`config.mk`:
```
export PLATFORM = sky130hd
export DESIGN_NAME = mbx_fifo_bridge
export DESIGN_NICKNAME = d
export VERILOG_FILES = /design/src/rtl/mbx_pkg.sv /design/src/rtl/mbx_fifo.sv /design/src/rtl/mbx_stat.sv /design/src/rtl/mbx_fifo_bridge.sv
export SDC_FILE = /design/constraint.sdc
export NUM_CORES = 1
export LEC_CHECK = 0
export ABC_AREA = 1
export BUFFER_PORTS_ARGS = -buffer_cell sky130_fd_sc_hd__buf_2
export CAP_MARGIN = 20
export CORE_MARGIN = 5
export CORE_UTILIZATION = 39
export DETAILED_ROUTE_END_ITERATION = 8
export SYNTH_ARGS = -nofsm -noshare
export SYNTH_HDL_FRONTEND = slang
export SYNTH_SLANG_ARGS = --single-unit
```
`constraint.sdc`:
```
create_clock -name clk -period 2.93 [get_ports clk]
set_input_delay 0.4395 -clock clk [delete_from_list [all_inputs] [get_ports clk]]
set_output_delay 0.4395 -clock clk [all_outputs]
set_load 0.01 [all_outputs]
```
`src/rtl/mbx_pkg.sv`:
```
package mbx_pkg;
    localparam int HB = 8;   // host byte width
    localparam int MB = 6;   // stored mailbox bits (7..2)

    typedef struct packed {
        logic [HB-1:0] mask;
        logic [HB-1:0] hi;
        logic [MB-1:0] mb_in;
        logic          mb_in_full;
        logic [MB-1:0] mb_out;
        logic          mb_out_busy;
        logic          gen;
    } ctl_t;

    typedef struct packed {
        logic out_full;
        logic out_half;
        logic out_empty;
        logic in_full;
        logic in_half;
        logic in_empty;
        logic mb_in_full;
        logic mb_out_busy;
    } flags_t;
endpackage

```
`src/rtl/mbx_fifo.sv`:
```
module mbx_fifo #(
    parameter int DW = 16,
    parameter int AW = 3
) (
    input  logic          clk,
    input  logic          rst_n,
    input  logic          clr,
    input  logic          half_cap,
    input  logic          push,
    input  logic [DW-1:0] din,
    input  logic          pop,
    output logic [DW-1:0] dout,
    output logic          empty,
    output logic          full,
    output logic          half
);
    localparam int DEPTH = 1 << AW;
    localparam int CW    = AW + 1;
    localparam logic [CW-1:0] CAP_W = CW'(DEPTH);
    localparam logic [CW-1:0] CAP_B = CW'(DEPTH / 2);

    typedef struct packed {
        logic [AW-1:0] wp;
        logic [AW-1:0] rp;
        logic [CW-1:0] cnt;
    } fst_t;

    fst_t s_d, s_q;
    logic [DW-1:0] mem [DEPTH];
    logic [CW-1:0] cap;
    logic push_ok, pop_ok;

    assign cap     = half_cap ? CAP_B : CAP_W;
    assign empty   = (s_q.cnt == '0);
    assign full    = (s_q.cnt >= cap);
    assign half    = (s_q.cnt >= (cap >> 1));
    assign push_ok = push && !full;
    assign pop_ok  = pop && !empty;
    assign dout    = empty ? '0 : mem[s_q.rp];

    always_comb begin
        s_d = s_q;
        if (push_ok) s_d.wp = s_q.wp + 1'b1;
        if (pop_ok)  s_d.rp = s_q.rp + 1'b1;
        case ({push_ok, pop_ok})
            2'b10:   s_d.cnt = s_q.cnt + 1'b1;
            2'b01:   s_d.cnt = s_q.cnt - 1'b1;
            default: s_d.cnt = s_q.cnt;
        endcase
        if (clr) s_d = '0;
    end

    always_ff @(posedge clk or negedge rst_n) begin
        if (!rst_n) s_q <= '0;
        else        s_q <= s_d;
    end

    always_ff @(posedge clk) begin
        if (push_ok && !clr) mem[s_q.wp] <= din;
    end

    AST_FIFO_NO_OVERFLOW: assert property (@(posedge clk) disable iff (!rst_n)
        s_q.cnt <= CAP_W);
    AST_FIFO_FULL_DROP: assert property (@(posedge clk) disable iff (!rst_n)
        (full && push && !pop && !clr) |=> $stable(s_q.cnt));
    AST_FIFO_EMPTY_POP: assert property (@(posedge clk) disable iff (!rst_n)
        (empty && pop && !push && !clr) |=> empty);
endmodule

```
`src/rtl/mbx_stat.sv`:
```
module mbx_stat
    import mbx_pkg::*;
(
    input  flags_t      fl,
    input  logic [4:0]  irq_en,   // {in mbx, in full, in empty, out full, out empty}
    input  logic        gen,
    output logic [7:0]  status,
    output logic        irq
);
    logic [4:0] cond;

    always_comb begin
        status = {fl.mb_out_busy, fl.out_full, fl.in_empty, fl.out_half,
                  fl.in_half, fl.mb_in_full, fl.in_full, fl.out_empty};
        cond   = {fl.mb_in_full, fl.in_full, fl.in_empty, fl.out_full, fl.out_empty};
        irq    = gen && |(cond & irq_en);
    end
endmodule

```
`src/rtl/mbx_fifo_bridge.sv`:
```
module mbx_fifo_bridge
    import mbx_pkg::*;
#(
    parameter int DW = 16,
    parameter int AW = 3
) (
    input  logic          clk,
    input  logic          rst_n,
    input  logic          host_word_mode,
    input  logic [2:0]    host_addr,
    input  logic          host_wr,
    input  logic          host_rd,
    input  logic [7:0]    host_wdata,
    output logic [DW-1:0] host_rdata,
    output logic          host_irq,
    input  logic          brd_out_pop,
    output logic [DW-1:0] brd_out_data,
    output logic          brd_out_valid,
    input  logic          brd_in_push,
    input  logic [DW-1:0] brd_in_data,
    output logic          brd_in_full,
    input  logic          brd_mbx_in_wr,
    input  logic [5:0]    brd_mbx_in_data,
    output logic          brd_mbx_in_full,
    input  logic          brd_mbx_out_rd,
    output logic [7:0]    brd_mbx_out_data,
    output logic          brd_mbx_out_full,
    input  logic          brd_irq_en_set
);
    localparam logic [2:0] A_DATA = 3'd0;
    localparam logic [2:0] A_HI   = 3'd1;
    localparam logic [2:0] A_STAT = 3'd2;
    localparam logic [2:0] A_MBX  = 3'd3;
    localparam logic [2:0] A_RST  = 3'd7;

    ctl_t c_d, c_q;
    flags_t fl;
    logic [7:0] status;
    logic [DW-1:0] out_din, in_dout;
    logic out_empty, out_full, out_half, in_empty, in_full, in_half;
    logic srst, wr_data, rd_data, wr_mbx, rd_mbx;
    logic unused_mask;

    assign srst    = host_wr && (host_addr == A_RST);
    assign wr_data = host_wr && (host_addr == A_DATA);
    assign rd_data = host_rd && (host_addr == A_DATA);
    assign wr_mbx  = host_wr && (host_addr == A_MBX);
    assign rd_mbx  = host_rd && (host_addr == A_MBX);
    assign unused_mask = c_q.mask[4] ^ c_q.mask[1];

    assign out_din = host_word_mode ? DW'({c_q.hi, host_wdata}) : DW'(host_wdata);

    mbx_fifo #(.DW(DW), .AW(AW)) u_out_fifo (
        .clk(clk), .rst_n(rst_n), .clr(srst), .half_cap(!host_word_mode),
        .push(wr_data), .din(out_din), .pop(brd_out_pop),
        .dout(brd_out_data), .empty(out_empty), .full(out_full), .half(out_half)
    );

    mbx_fifo #(.DW(DW), .AW(AW)) u_in_fifo (
        .clk(clk), .rst_n(rst_n), .clr(srst), .half_cap(!host_word_mode),
        .push(brd_in_push), .din(brd_in_data), .pop(rd_data),
        .dout(in_dout), .empty(in_empty), .full(in_full), .half(in_half)
    );

    always_comb begin
        fl.out_full    = out_full;
        fl.out_half    = out_half;
        fl.out_empty   = out_empty;
        fl.in_full     = in_full;
        fl.in_half     = in_half;
        fl.in_empty    = in_empty;
        fl.mb_in_full  = c_q.mb_in_full;
        fl.mb_out_busy = c_q.mb_out_busy;
    end

    mbx_stat u_stat (
        .fl(fl),
        .irq_en({c_q.mask[6], c_q.mask[5], c_q.mask[3], c_q.mask[2], c_q.mask[0]}),
        .gen(c_q.gen),
        .status(status),
        .irq(host_irq)
    );

    always_comb begin
        c_d = c_q;
        if (host_wr && host_addr == A_HI)   c_d.hi   = host_wdata;
        if (host_wr && host_addr == A_STAT) c_d.mask = host_wdata;
        if (brd_mbx_out_rd) c_d.mb_out_busy = 1'b0;
        if (wr_mbx) begin
            c_d.mb_out      = host_wdata[7:2];
            c_d.mb_out_busy = 1'b1;
        end
        if (rd_mbx && !c_q.mask[7]) c_d.mb_in_full = 1'b0;
        if (brd_mbx_in_wr) begin
            c_d.mb_in      = brd_mbx_in_data;
            c_d.mb_in_full = 1'b1;
        end
        if (brd_irq_en_set) c_d.gen = 1'b1;
        if (srst) c_d = '0;
    end

    always_ff @(posedge clk or negedge rst_n) begin
        if (!rst_n) c_q <= '0;
        else        c_q <= c_d;
    end

    always_comb begin
        case (host_addr)
            A_DATA:  host_rdata = in_dout;
            A_STAT:  host_rdata = DW'(status);
            A_MBX:   host_rdata = DW'({(c_q.mask[7] ? c_q.mb_out : c_q.mb_in), 2'b00});
            default: host_rdata = '0;
        endcase
    end

    assign brd_out_valid    = !out_empty;
    assign brd_in_full      = in_full;
    assign brd_mbx_in_full  = c_q.mb_in_full;
    assign brd_mbx_out_data = {c_q.mb_out, 2'b00};
    assign brd_mbx_out_full = c_q.mb_out_busy;

    AST_IRQ_GATED: assert property (@(posedge clk) disable iff (!rst_n)
        !c_q.gen |-> !host_irq);
    AST_MBOUT_SET: assert property (@(posedge clk) disable iff (!rst_n)
        (wr_mbx && !srst) |=> status[7]);
    AST_MBOUT_KEEP: assert property (@(posedge clk) disable iff (!rst_n)
        (brd_mbx_out_rd && !wr_mbx && !srst) |=> ($stable(brd_mbx_out_data) && !brd_mbx_out_full));
    AST_INMB_CLEAR: assert property (@(posedge clk) disable iff (!rst_n)
        (rd_mbx && !c_q.mask[7] && !brd_mbx_in_wr && !srst) |=> !status[2]);
    AST_SOFT_RESET: assert property (@(posedge clk) disable iff (!rst_n)
        srst |=> (!host_irq && !brd_out_valid && status[7:6] == 2'b00));
endmodule

```
* Word-level counts from Yosys, hierarchy flattened
Memories as Yosys holds them, arrays and structs flattened.
Index checks and enable logic that the tools add are counted.
** Word-level totals
- Input bits :: 43
- Word-level logic and storage cells :: 100
- Memories :: 2
- Bits in registers :: 51
- Output and inout port bits :: 45
- Bits in writable memories :: 256
** Operators by class
- Reduce and logical (&&, ||, !) cells :: 38
- Mux-type cells :: 26
- Bitwise logic cells :: 1
- Equality and inequality tests :: 8
- Magnitude comparators :: 4
- Add/sub/neg operators :: 8
** Memories
- u_in_fifo.mem :: depth 8, width 16, rd ports 1, clocked after memory_dff 0, wr ports 1, RTL line mbx_fifo.sv:29 : logic [DW-1:0] mem [DEPTH];
- u_out_fifo.mem :: depth 8, width 16, rd ports 1, clocked after memory_dff 0, wr ports 1, RTL line mbx_fifo.sv:29
** Operator list (number)
- $mux 16 :: 3
- $pmux 16 s3 :: 1
- $mux 31 :: 1
- $mux 10 :: 2
- $reduce_bool 2->1 :: 9
- $mux 8 :: 2
- $pmux 4 s2 :: 2
- $logic_and 1x1->1 :: 15
- $mux 7 :: 2
- $add 3x1->3 const B :: 4
- $mux 3 :: 4
- $reduce_bool 3->1 :: 4
- $add 4x1->4 const B :: 2
- $ge 4x3->1 :: 2
- $ge 4x4->1 :: 2
- $logic_not 4->1 :: 2
- $sub 4x1->4 const B :: 2
- $mux 1 :: 7
- $eq 3x2->1 const B :: 2
- $logic_not 1->1 :: 6
- $mux 6 :: 1
- $and 5x5->5 :: 1
- $reduce_or 5->1 :: 1
- $eq 2x1->1 const B :: 2
- other kinds (5) :: 6

* Logic depth before layout (Yosys ltp)
Gate-level depths: netlist of the first run.
- Depth after elaboration :: 7
- Depth in mapped cells :: 20
- Depth with buffers taken out :: 19

* By module
A second synthesis of the first run with hierarchy kept.
** Unflattened totals
- Cells, all modules :: 1192
- Area total of the unflattened synthesis :: 13415.4 µm²
** By module, submodules not included
- mbx_fifo :: sequential area each 4093.9 µm², times used 2, area each 5800.6 µm², cells each 464
- mbx_fifo_bridge :: sequential area each 725.7 µm², times used 1, area each 1712.9 µm², cells each 246
- mbx_stat :: sequential area each 0.0 µm², times used 1, area each 101.3 µm², cells each 18

* Least setup slack after synthesis of the first run
No wires, ideal clock.
- Kind :: input-to-reg
- Start point :: input port host_word_mode
- End point :: memory u_in_fifo.mem[1][0], enable pin
- Stages :: 8
- Path slack :: 0.057 ns
- Buffers on the path :: 1
- Data arrival time :: 2.485 ns
- Required time :: 2.542 ns
- Setup time :: 0.388 ns
- Cells stage by stage :: clkbuf_1 -> inv_1 -> ha_1 -> a21oi_1 -> nand3_1 -> nor2_1 -> nand2_1 -> nor2_1
** On the way
- Word-level cells in the longest chain between the ends :: 7
** RTL lines
- start, declared :: RTL line mbx_fifo_bridge.sv:9 : input logic host_word_mode,
- $mux 4 :: RTL line mbx_fifo.sv:33 : assign cap = half_cap ? CAP_B : CAP_W;
- $ge 4x4->1 :: RTL line mbx_fifo.sv:35 : assign full = (s_q.cnt >= cap);
- $logic_not 1->1 :: RTL line mbx_fifo.sv:37 : assign push_ok = push && !full;
- $logic_and 1x1->1 :: RTL line mbx_fifo.sv:37
- $logic_and 1x1->1 :: RTL line mbx_fifo.sv:59 : if (push_ok && !clr) mem[s_q.wp] <= din;
- $mux 1 :: RTL line mbx_fifo.sv:59
- $mux 1 (not written as such) :: RTL line mbx_fifo.sv:59
- end, declared :: RTL line mbx_fifo.sv:29
Every way passes these cells.

* Final worst setup path of the first run
- Start point :: register u_in_fifo.s_q[4] (netlist bit)
- End point :: output port host_rdata[3]
** On the way
- Word-level cells in the longest chain between the ends :: 3
** RTL lines
- start, declared :: RTL line mbx_fifo.sv:28 : fst_t s_d, s_q;
- start signal, assigned :: RTL line mbx_fifo.sv:54 : if (!rst_n) s_q <= '0;
- start signal, assigned :: RTL line mbx_fifo.sv:55 : else s_q <= s_d;
- $mem_v2 8x16
- $mux 16 :: RTL line mbx_fifo.sv:39 : assign dout = empty ? '0 : mem[s_q.rp];
- $pmux 16 s3 :: RTL line mbx_fifo_bridge.sv:108 : case (host_addr)
- end, declared :: RTL line mbx_fifo_bridge.sv:14 : output logic [DW-1:0] host_rdata,
Every way passes these cells.

==> run metrics, run 1 <==
outcome=finished clean; share of Yosys cell area claimed by the top area cell type=roughly three fifths; area delta synth->final=16.6%; setup TNS=0 ns; largest area contributor in the netlist=edfxtp_1; CP required=~2.5 ns; Synth Cell Area=around 0.013 mm^2; crit-path cells=buf_6, nor2_1, nor2_1, o21ai_0, o211ai_1, nand3_1, nand3_1, buf_2; placed inst area=approximately 0.014 mm^2; synth cell count leaders=edfxtp_1, nor2_1, o21ai_0; Max stage delay cell, worst path=buf_6; CTS tree=yes; H-Tree Depth=2; vias after detailed routing=between 8000 and 9000; Worst Skew=between 0.02 and 0.025 ns; core area=0.0327 mm^2; die width=192 um; Yosys cell types=38; IO Port Bufs=85; detail-routed via count per cell=between 5 and 6; Worst-path clk slew=around 0.06 ns; Critical Path Fanout Max=between 60 and 70; number of synthesized flops with an enable pin=around 260; # clock sinks=305; sequential element share of the synthesized area=roughly 69%; RSZ-0062 raised after global routing=false; Worst Hold Class=in2async; Final nets=between 1000 and 1500; vias in the first global route=roughly 8500; CP Launch Type=flop; Achievable Freq=366 MHz; WHS=between 0.06 and 0.07 ns; initial antenna violation count=0; min Tclk post-route=roughly 2.7 ns; DIE AREA=around 0.037 mm^2; GRT overflow=0; Root Driver=clkbuf_16; detailed router's first-iteration violation count=560; RD Place Congestion=about 0.80; MaxCap Viol Count=0; DR WL/cell=approximately 18 um; DPL Wire Length=19.8 mm; Top-Level Pins=between 80 and 90; pin count of the biggest net entering global routing=66; Synth area leaders=edfxtp_1, dfrtp_1, nor2_1, o21ai_0, nand2_1; WP data arrival=2.29 ns; pwr dens=approximately 900 mW/mm^2; Die Span Y=192 um; worst slew pin tran=between 0.9 and 1 ns; final WL=30.8 mm; Rows=66; Filler Cells Inserted=roughly 3000; TritonRoute pass-1 iters=5; ys async rst share=roughly 16%; worst vdd ir=563 uV; first-pass GRT wire length=around 48 mm; Slew HR=37.6%; Crit path largest cell delay=0.40 ns; crit path kind=reg2out; DRC=0; fin area=between 0.015 and 0.02 mm^2; Ys Warns=0; post-synthesis area per instance=around 12 um^2; gr usage total=16.7%; Syn Inst Count=about 1100; R2R setup slack=0.49 ns; fin crit share=around 93%; number of routed nets with antenna violations=0; Yosys reg bits=between 300 and 400; Initial Util=39.6%; CTS Buffer Depth=3; Final Hold Fails=0; clk_lat worst skew=~0.51 ns; n_diodes=0; top-count cell post-synth=edfxtp_1; total leakage power=5.77 nW; share of layout cells above drive strength 1=between 10% and 20%; TritonCTS Buffers=34; setup violators final=0; ys flop type=edfxtp_1; CP endpoint kind=output pin; Final Max Tran Viols=0
==> timing repair <==
action | CTS | global route
hold buffers | 0 | 0
setup buffers | 0 | 4
gates resized for setup | 0 | 2
setup endpoints to repair | 0 | 8
==> power by group <==
group	total, mW	leakage, nW	switching, mW	internal (mW)
combinational	4.26	2.33	2.77	1.49
clock	3.96	0.507	1.64	2.32
sequential	5.38	2.94	0.282	5.10
==> per-layer routing <==
metal,vias to the layer above,GRT usage (%),part of all wire [%]
met5,-,0,0
met4,0,4.77,2.2
met3,39,2.56,5.2
met2,230,28.0,49
met1,4194,22.6,44
li1,4165,-,-
==> critical path: cells and delay by family (launching register included) <==
family          cells  cell delay, ns
simple gates        4            0.60
flops               1            0.39
compound gates      2            0.19
buf+inv             2            0.57
==> flip-flops by register name, indices dropped and copies added, names as in the netlist <==
name	count
brd_mbx_in_full	1
brd_mbx_out_data	6
brd_mbx_out_full	1
c_q	21
u_in_fifo.mem	128
u_in_fifo.s_q	10
u_out_fifo.mem	128
u_out_fifo.s_q	10
==> metrics by stage <==
stage	cells	util (%)	power (mW)	setup WS, ns
2_1_floorplan	1123	-	8.22	0.0569
3_3_place_gp	1625	42.9	9.63	0.249
3_5_place_dp	1625	42.9	9.70	0.166
4_1_cts	1686	46.1	13.7	0.0103
5_1_grt	1690	46.2	14.5	0.0371
6_report	1690	46.2	13.6	0.201
==> layout by cell type (no fill, tap or decap), types with 2 or more instances in the layout <==
master     Yosys  routed
edfxtp_1     256     256
nor2_1       220     220
o21ai_0      161     161
nand2_1      101     101
buf_2         25      85
inv_1         54      53
dfrtp_1       49      46
nand3_1       42      42
o22ai_1       35      35
clkbuf_16      0      35
buf_4          9      32
o21ai_1       30      30
o211ai_1      21      21
mux2i_1       16      16
ha_1          16      16
a21oi_1       11      11
clkbuf_1      25      10
inv_2          9       9
clkinv_1       1       9
buf_12         0       9
nand2_2        8       8
nor2_4         6       6
nor2_2         3       3
o31ai_1        3       3
clkinv_2       0       3
dfrtp_2        0       3
a21oi_2        2       2
xor2_1         2       2
fa_1           2       2
conb_1         1       2
clkinv_8       0       2
==> cells by family (layout without fill, tap and decap cells) <==
family                     after synthesis  after routing  share of synthesized area (%)
adders and majority gates               18             18                           1.85
and+or+nand+nor                        384            384                           12.2
other                                    1              2                         0.0290
AOI/OAI and AO/OA                      268            268                           11.4
xor gates and xnor gates                 2              2                          0.135
muxes                                   16             16                           1.24
buffers and inverters                  128            253                           4.35
DFF                                    305            305                           68.8
==> layout make-up <==
type	instances	area [um^2]	area share, %
Sequential cell	305	8920	59.1
Tap cell	442	553	3.66
Multi-Input combinational cell	690	3480	23.0
Timing Repair Buffer	127	857	5.68
Clock inverter	15	116	0.771
Inverter	65	250	1.66
Clock buffer	46	927	6.14
==> path summary, 6_finish.rpt <==
path,cells after the start,to,start
worst min-delay path,1,u_out_fifo.s_q[6]$_DFFE_PN0P_,rst_n
worst max register to register,17,u_in_fifo.s_q[3]$_DFFE_PN0P_,u_in_fifo.s_q[2]$_DFFE_PN0P_
max in group asynchronous,2,brd_mbx_out_data[2]$_DFFE_PN0P_,rst_n
worst max-delay path,8,host_rdata[3],u_in_fifo.s_q[4]$_DFFE_PN0P_
worst min register to register,2,c_q[0]$_DFFE_PN0P_,c_q[0]$_DFFE_PN0P_
min in group clk,2,brd_mbx_out_full$_DFFE_PN0P_,brd_mbx_out_rd
(Power assumes the default switching activity.)
==> run 2: changes to the inputs <==
--- a/config.mk
+++ b/config.mk
@@ -11,6 +11,7 @@
 export CORE_MARGIN = 5
 export CORE_UTILIZATION = 39
 export DETAILED_ROUTE_END_ITERATION = 8
+export PLACE_DENSITY = 0.68
 export SYNTH_ARGS = -nofsm -noshare
 export SYNTH_HDL_FRONTEND = slang
 export SYNTH_SLANG_ARGS = --single-unit
==> constraint.sdc (replaced) <==
create_clock -name clk -period 2.38 [get_ports clk]
set_input_delay 0.357 -clock clk [delete_from_list [all_inputs] [get_ports clk]]
set_output_delay 0.357 -clock clk [all_outputs]
set_load 0.01 [all_outputs]
==> run metrics, run 2 (synthesis gave the netlist of run 1 again) <==
TritonRoute pass-1 iters=5; n_diodes=0; Worst Hold Class=in2reg; R2R setup slack=0.16 ns; Post-Layout Cell Count=1731; Die Span Y=between 150 and 200 um; GRT overflow=0; vias after detailed routing=~9000; final worst slack=-0.0664 ns; detailed router's first-iteration violation count=799; crit path kind=reg2out; DIE AREA=between 0.03 and 0.04 mm^2; worst vdd ir=a little under 800 uV; H-Tree Depth=1; detail-routed via count per cell=5.25; vias in the first global route=slightly below 9000; IO Port Bufs=85; RD Place Congestion=around 0.8; failing checks=setup timing; min Tclk post-route=roughly 2.4 ns; Hold Crit Start=brd_mbx_in_data[2]; fin crit share=103%; RSZ-0062 raised after global routing=true; worst slew pin tran=0.654 ns; Crit path max-delay family=buffers and inverters; CTS Buffer Depth=3; Achievable Freq=roughly 410 MHz; final WL=33.3 mm; final core occ=49.6%; setup TNS=-0.377 ns; DR WL/cell=19.2 um; Worst Skew=0.00511 ns; Max stage delay cell, worst path=dfrtp_2; Worst R2R End=u_out_fifo.s_q[3]$_DFFE_PN0P_; # clock sinks=about 310; Slew HR=between 50 and 60%; pin count of the biggest net entering global routing=67; number of routed nets with antenna violations=0; share of layout cells above drive strength 1=approximately a quarter; Final nets=roughly 1300; setup violators final=12; Setup crit end=brd_out_data[7]; placed inst area=roughly 0.014 mm^2; Critical Path Fanout Max=7; CTS tree=yes; outcome=complete, but fails checks; total leakage power=slightly above 6 nW; Reg2Reg Depth=18; Final Hold Fails=0; clk_lat worst skew=approximately 0.55 ns; fin area=approximately 0.016 mm^2; Root Driver=clkbuf_16; initial antenna violation count=1; Largest regs=u_in_fifo.mem (128), u_out_fifo.mem (128), c_q (21); CP startpoint=u_out_fifo.s_q[4]$_DFFE_PN0P_; dpl cells=roughly 1600; gr usage total=17.0%; die width=192 um; commonest non-fill, non-tap cell in the layout=edfxtp_1; CP endpoint kind=output pin; WP data arrival=2.09 ns; first-pass GRT wire length=between 40 and 50 mm; core area=roughly 0.033 mm^2; pwr dens=1150 mW/mm^2; Most common cell on crit path=nor2_1; Initial Util=between 30% and 40%; crit-path cells=buf_6, buf_12, buf_16, mux2i_1, o22ai_1, nor2_1, nor2_1, buf_2; Critical path buffers and inverters=4; commonest non-fill, non-tap cells in the layout=edfxtp_1, nor2_1, nand2_1, o21ai_0, o21ai_1; DRC=0; TritonCTS Buffers=30; Rows=66; CP Launch Type=flop; Crit path largest cell delay=0.49 ns; area delta synth->final=25.3%; Critical Path Stages=8; pre-CTS WS=-0.0926 ns; Worst-path clk slew=0.06 ns; DPL Wire Length=roughly 21 mm; CP required=just over 2 ns; MaxCap Viol Count=0; Reg-to-Reg Start=u_out_fifo.s_q[2]$_DFFE_PN0P_; Top-Level Pins=88; Final Max Tran Viols=0
run 2: changes by cell type in the layout (fill, tap and decap cells not counted), moves of 6 or more:
| cell | before | now |
|---|---|---|
| o21ai_2 | 0 | 16 |
| o21ai_0 | 161 | 90 |
| mux2i_1 | 16 | 10 |
| buf_12 | 9 | 25 |
| nor2_2 | 3 | 29 |
| nor2_1 | 220 | 190 |
| buf_6 | 1 | 10 |
| o21ai_1 | 30 | 84 |
run 2: area by class of cell:
cell class	instances	area, um^2
sequential	305	8920
timing repair buffer	173	1720
clock inverter	20	205
inverter	65	255
clock buffer	36	795
fill	2790	16500
tap	442	553
multi-input combinational	690	3780
run 2: report_power, final:
part           switching, mW  internal (mW)  total [mW]  leakage [nW]
combinational           4.15           3.08        7.23          2.78
clock                   1.96           2.81        4.77         0.496
sequential             0.319           6.28        6.60          2.93
total                   6.43           12.2        18.6          6.20
run 2: how the worst min path moves through the flow:
stage	endpoint	slack (ns)	depth (start not counted)
2_1_floorplan	brd_mbx_in_full$_DFFE_PN0P_	0.06	0
3_3_place_gp	u_out_fifo.s_q[1]$_DFFE_PN0P_	0.33	1
3_5_place_dp	u_out_fifo.s_q[1]$_DFFE_PN0P_	0.33	1
4_1_cts	c_q[9]$_DFFE_PN0P_	0.03	3
5_1_grt	c_q[10]$_DFFE_PN0P_	0.06	3
6_report	c_q[11]$_DFFE_PN0P_	0.05	3
run 2: timing repair:
action	in CTS	in global routing
cloned	5	9
resized for setup	65	109
hold buffers	2	0
setup buffers	14	6
endpoints found under the setup margin	32	34
endpoints found under the hold margin	17	0
pin swaps	5	28
run 2: through the flow:
stage / hold slack, ns / power (mW)
floorplan: 0.0614 / 10.2
global placement: 0.329 / 12.0
detailed placement: 0.327 / 12.1
finish: 0.0539 / 18.6
global route: 0.0649 / 19.6
CTS: 0.0348 / 17.6
run 2: layer usage:
metal / wire [um] / share of wire [%] / GRT usage [%]
met4: 820 / 2.5 / 4.42
met1: 13600 / 41 / 22.9
met2: 16500 / 50 / 29.0
met3: 2260 / 6.8 / 2.56
met5: 13 / 0.039 / 0
run 2: worst register-to-register path: stages, from the launching register on:
cell	delay [ns]
dfrtp_1	0.36
inv_1	0.05
ha_1	0.28
nand2_1	0.12
nor2_4	0.06
nor2_4	0.13
nand2_2	0.08
nand2_2	0.06
inv_1	0.10
ha_4	0.30
nand3_1	0.10
nand2_1	0.10
nand2_1	0.05
nand2_1	0.07
inv_1	0.04
nand2_1	0.04
nand2_1	0.05
nand2_1	0.06
nand2_1	0.04
==> run 3: changes to the inputs <==
--- a/config.mk
+++ b/config.mk
@@ -8,10 +8,12 @@
 export ABC_AREA = 1
 export BUFFER_PORTS_ARGS = -buffer_cell sky130_fd_sc_hd__buf_2
 export CAP_MARGIN = 20
+export CELL_PAD_IN_SITES_DETAIL_PLACEMENT = 1
+export CELL_PAD_IN_SITES_GLOBAL_PLACEMENT = 2
 export CORE_MARGIN = 5
-export CORE_UTILIZATION = 39
+export CORE_UTILIZATION = 37
 export DETAILED_ROUTE_END_ITERATION = 8
-export PLACE_DENSITY = 0.68
+export PLACE_DENSITY = 0.86
 export SYNTH_ARGS = -nofsm -noshare
 export SYNTH_HDL_FRONTEND = slang
 export SYNTH_SLANG_ARGS = --single-unit
==> run metrics, run 3 (synthesis gave the netlist of run 1 again) <==
CP Launch Type=flop; MaxCap Viol Count=0; Root Driver=clkbuf_16; first-pass GRT wire length=slightly below 60 mm; gr usage total=a little under a fifth; CTS tree=yes; dpl cells=1653; DPL Wire Length=approximately 23 mm; Post-Layout Cell Count=1758; clk_lat worst skew=0.52 ns; DRC=0; Crit path largest cell delay=0.43 ns; pwr dens=1190 mW/mm^2; Top-Level Pins=88; initial antenna violation count=0; CTS Buffer Depth=3; power after layout=19.9 mW; crit path kind=reg2out; detailed router's first-iteration violation count=540; Final nets=around 1300; RSZ-0062 raised after global routing=true; switching fraction of total power=a little over a third; setup TNS=-0.444 ns; Die Span Y=roughly 200 um; WP data arrival=2.12 ns; Initial Util=between 30% and 40%; fin crit share=104%; power share of the sequential group=between 30% and 40%; pin count of the biggest net entering global routing=66; Filler Cells Inserted=between 3000 and 4000; Clk pwr share=a little over a quarter; number of routed nets with antenna violations=0; Achievable Freq=403 MHz; Rows=around 70; commonest non-fill, non-tap cell in the layout=edfxtp_1; worst slew pin tran=between 0.7 and 0.8 ns; Most common cell on crit path=buf_12; total leakage power=6.35 nW; Comb power frac=40.9%; outcome=complete, but fails checks; area delta synth->final=29.4%; GRT overflow=0; n_diodes=0; Critical path buffers and inverters=4; Worst-path clk slew=roughly 0.060 ns; Worst Skew=~0.027 ns; commonest non-fill, non-tap cells in the layout=edfxtp_1, nor2_1, nand2_1, o21ai_1, buf_2; final worst slack=-0.101 ns; vias after detailed routing=9352; worst vdd ir=709 uV; Max stage delay cell, worst path=dfrtp_2; Crit path max-delay family=buffers and inverters; Largest regs=u_in_fifo.mem (128), u_out_fifo.mem (128), c_q (21); detail-routed via count per cell=5.32; CP required=2.02 ns; Pint=12.8 mW; Worst Hold Class=in2reg; vias in the first global route=between 10000 and 15000; failing checks=setup timing; H-Tree Depth=2; die width=197 um; DIE AREA=slightly below 0.04 mm^2; Slew HR=48.6%; core area=approximately 0.035 mm^2; min Tclk post-route=around 2.5 ns; Final Hold Fails=0; DR WL/cell=22.4 um; Psw=7.10 mW; IO Port Bufs=85; crit-path cells=buf_12, buf_12, buf_6, o21ai_0, o21ai_1, o21ai_2, nor2_1, buf_2; final WL=39.4 mm; share of layout cells above drive strength 1=about 29%; CP endpoint kind=output pin; setup violators final=12; Final Max Tran Viols=0; # clock sinks=~300; Critical Path Fanout Max=8; RD Place Congestion=between 0.7 and 0.8; TritonRoute pass-1 iters=4; TritonCTS Buffers=35
[run 3: cell types whose count changed in the layout (fill, tap and decap cells not counted), moves of 5 or more]
cell | before | now
nor2_1 | 190 | 165
nor2_4 | 10 | 23
o21ai_0 | 90 | 77
nor2_2 | 29 | 41
clkbuf_1 | 5 | 16
clkbuf_16 | 40 | 47
clkinv_2 | 8 | 2
o21ai_1 | 84 | 90
buf_12 | 25 | 30
o21ai_2 | 16 | 21
[run 3: final cells by class]
type                    instances  area (um^2)  area share (%)
well taps                     455          569            3.40
clock buffers                  54         1000            5.96
multi-input cells             690         4010            23.9
inverters                      65          264            1.58
repair buffers                183         1920            11.5
flip-flops and latches        305         8920            53.2
clock inverters                 6         77.6           0.463
[run 3: power by group through the flow]
stage	Sequential, mW	Clock, mW	Combinational (mW)
3_5_place_dp	6.71	0	5.61
6_report	6.58	5.21	8.16
3_3_place_gp	6.70	0	5.38
4_1_cts	6.57	5.27	6.87
5_1_grt	6.62	5.55	8.79
2_1_floorplan	6.56	0	3.61
[run 3: path summary, 6_finish.rpt]
check | start | end | slack (ns) | cells after the start
worst max-delay path | u_out_fifo.s_q[4]$_DFFE_PN0P_ | brd_out_data[13] | -0.10 | 8
worst min-delay path | brd_mbx_in_data[4] | c_q[13]$_DFFE_PN0P_ | 0.09 | 3
worst max register to register | u_out_fifo.s_q[3]$_DFFE_PN0P_ | u_out_fifo.mem[2][9]$_DFFE_PP_ | 0.13 | 11
worst min register to register | c_q[0]$_DFFE_PN0P_ | c_q[0]$_DFFE_PN0P_ | 0.52 | 2
max in group asynchronous | rst_n | u_in_fifo.s_q[0]$_DFFE_PN0P_ | 1.26 | 3
min in group asynchronous | rst_n | u_out_fifo.s_q[6]$_DFFE_PN0P_ | 0.44 | 2
[run 3: worst min-delay path, stage by stage]
cell     delay (ns)
buf_2          0.07
nand3_1        0.07
o21ai_1        0.07
[run 3: per-layer routing]
layer / wire length, um / part of all wire (%) / global-route usage [%] / vias to the layer above
met5: 0 / 0 / 0 / -
met4: 1110 / 2.8 / 7.14 / 0
met3: 1970 / 5.0 / 3.50 / 64
met2: 20100 / 51 / 33.5 / 261
met1: 16100 / 41 / 23.8 / 4741
li1: - / - / - / 4286
[run 3: through the flow]
stage / util [%] / area (um^2) / worst slack [ns] / hold slack [ns]
CTS: 46.4 / 16000 / -0.0465 / 0.0698
floorplan: - / 13000 / -0.0240 / 0.0614
global route: 48.5 / 16800 / -0.145 / 0.0989
global placement: 41.5 / 14300 / -0.0132 / 0.471
finish: 48.5 / 16800 / -0.101 / 0.0910
detailed placement: 41.5 / 14300 / -0.100 / 0.476
[run 3: what timing repair did]
item	4_1_cts	5_1_grt
gates cloned	7	10
hold endpoints to repair	28	0
endpoints found under the setup margin	33	58
resized for setup	103	146
pin swaps	21	53
buffers inserted	16	11
hold buffers	2	0
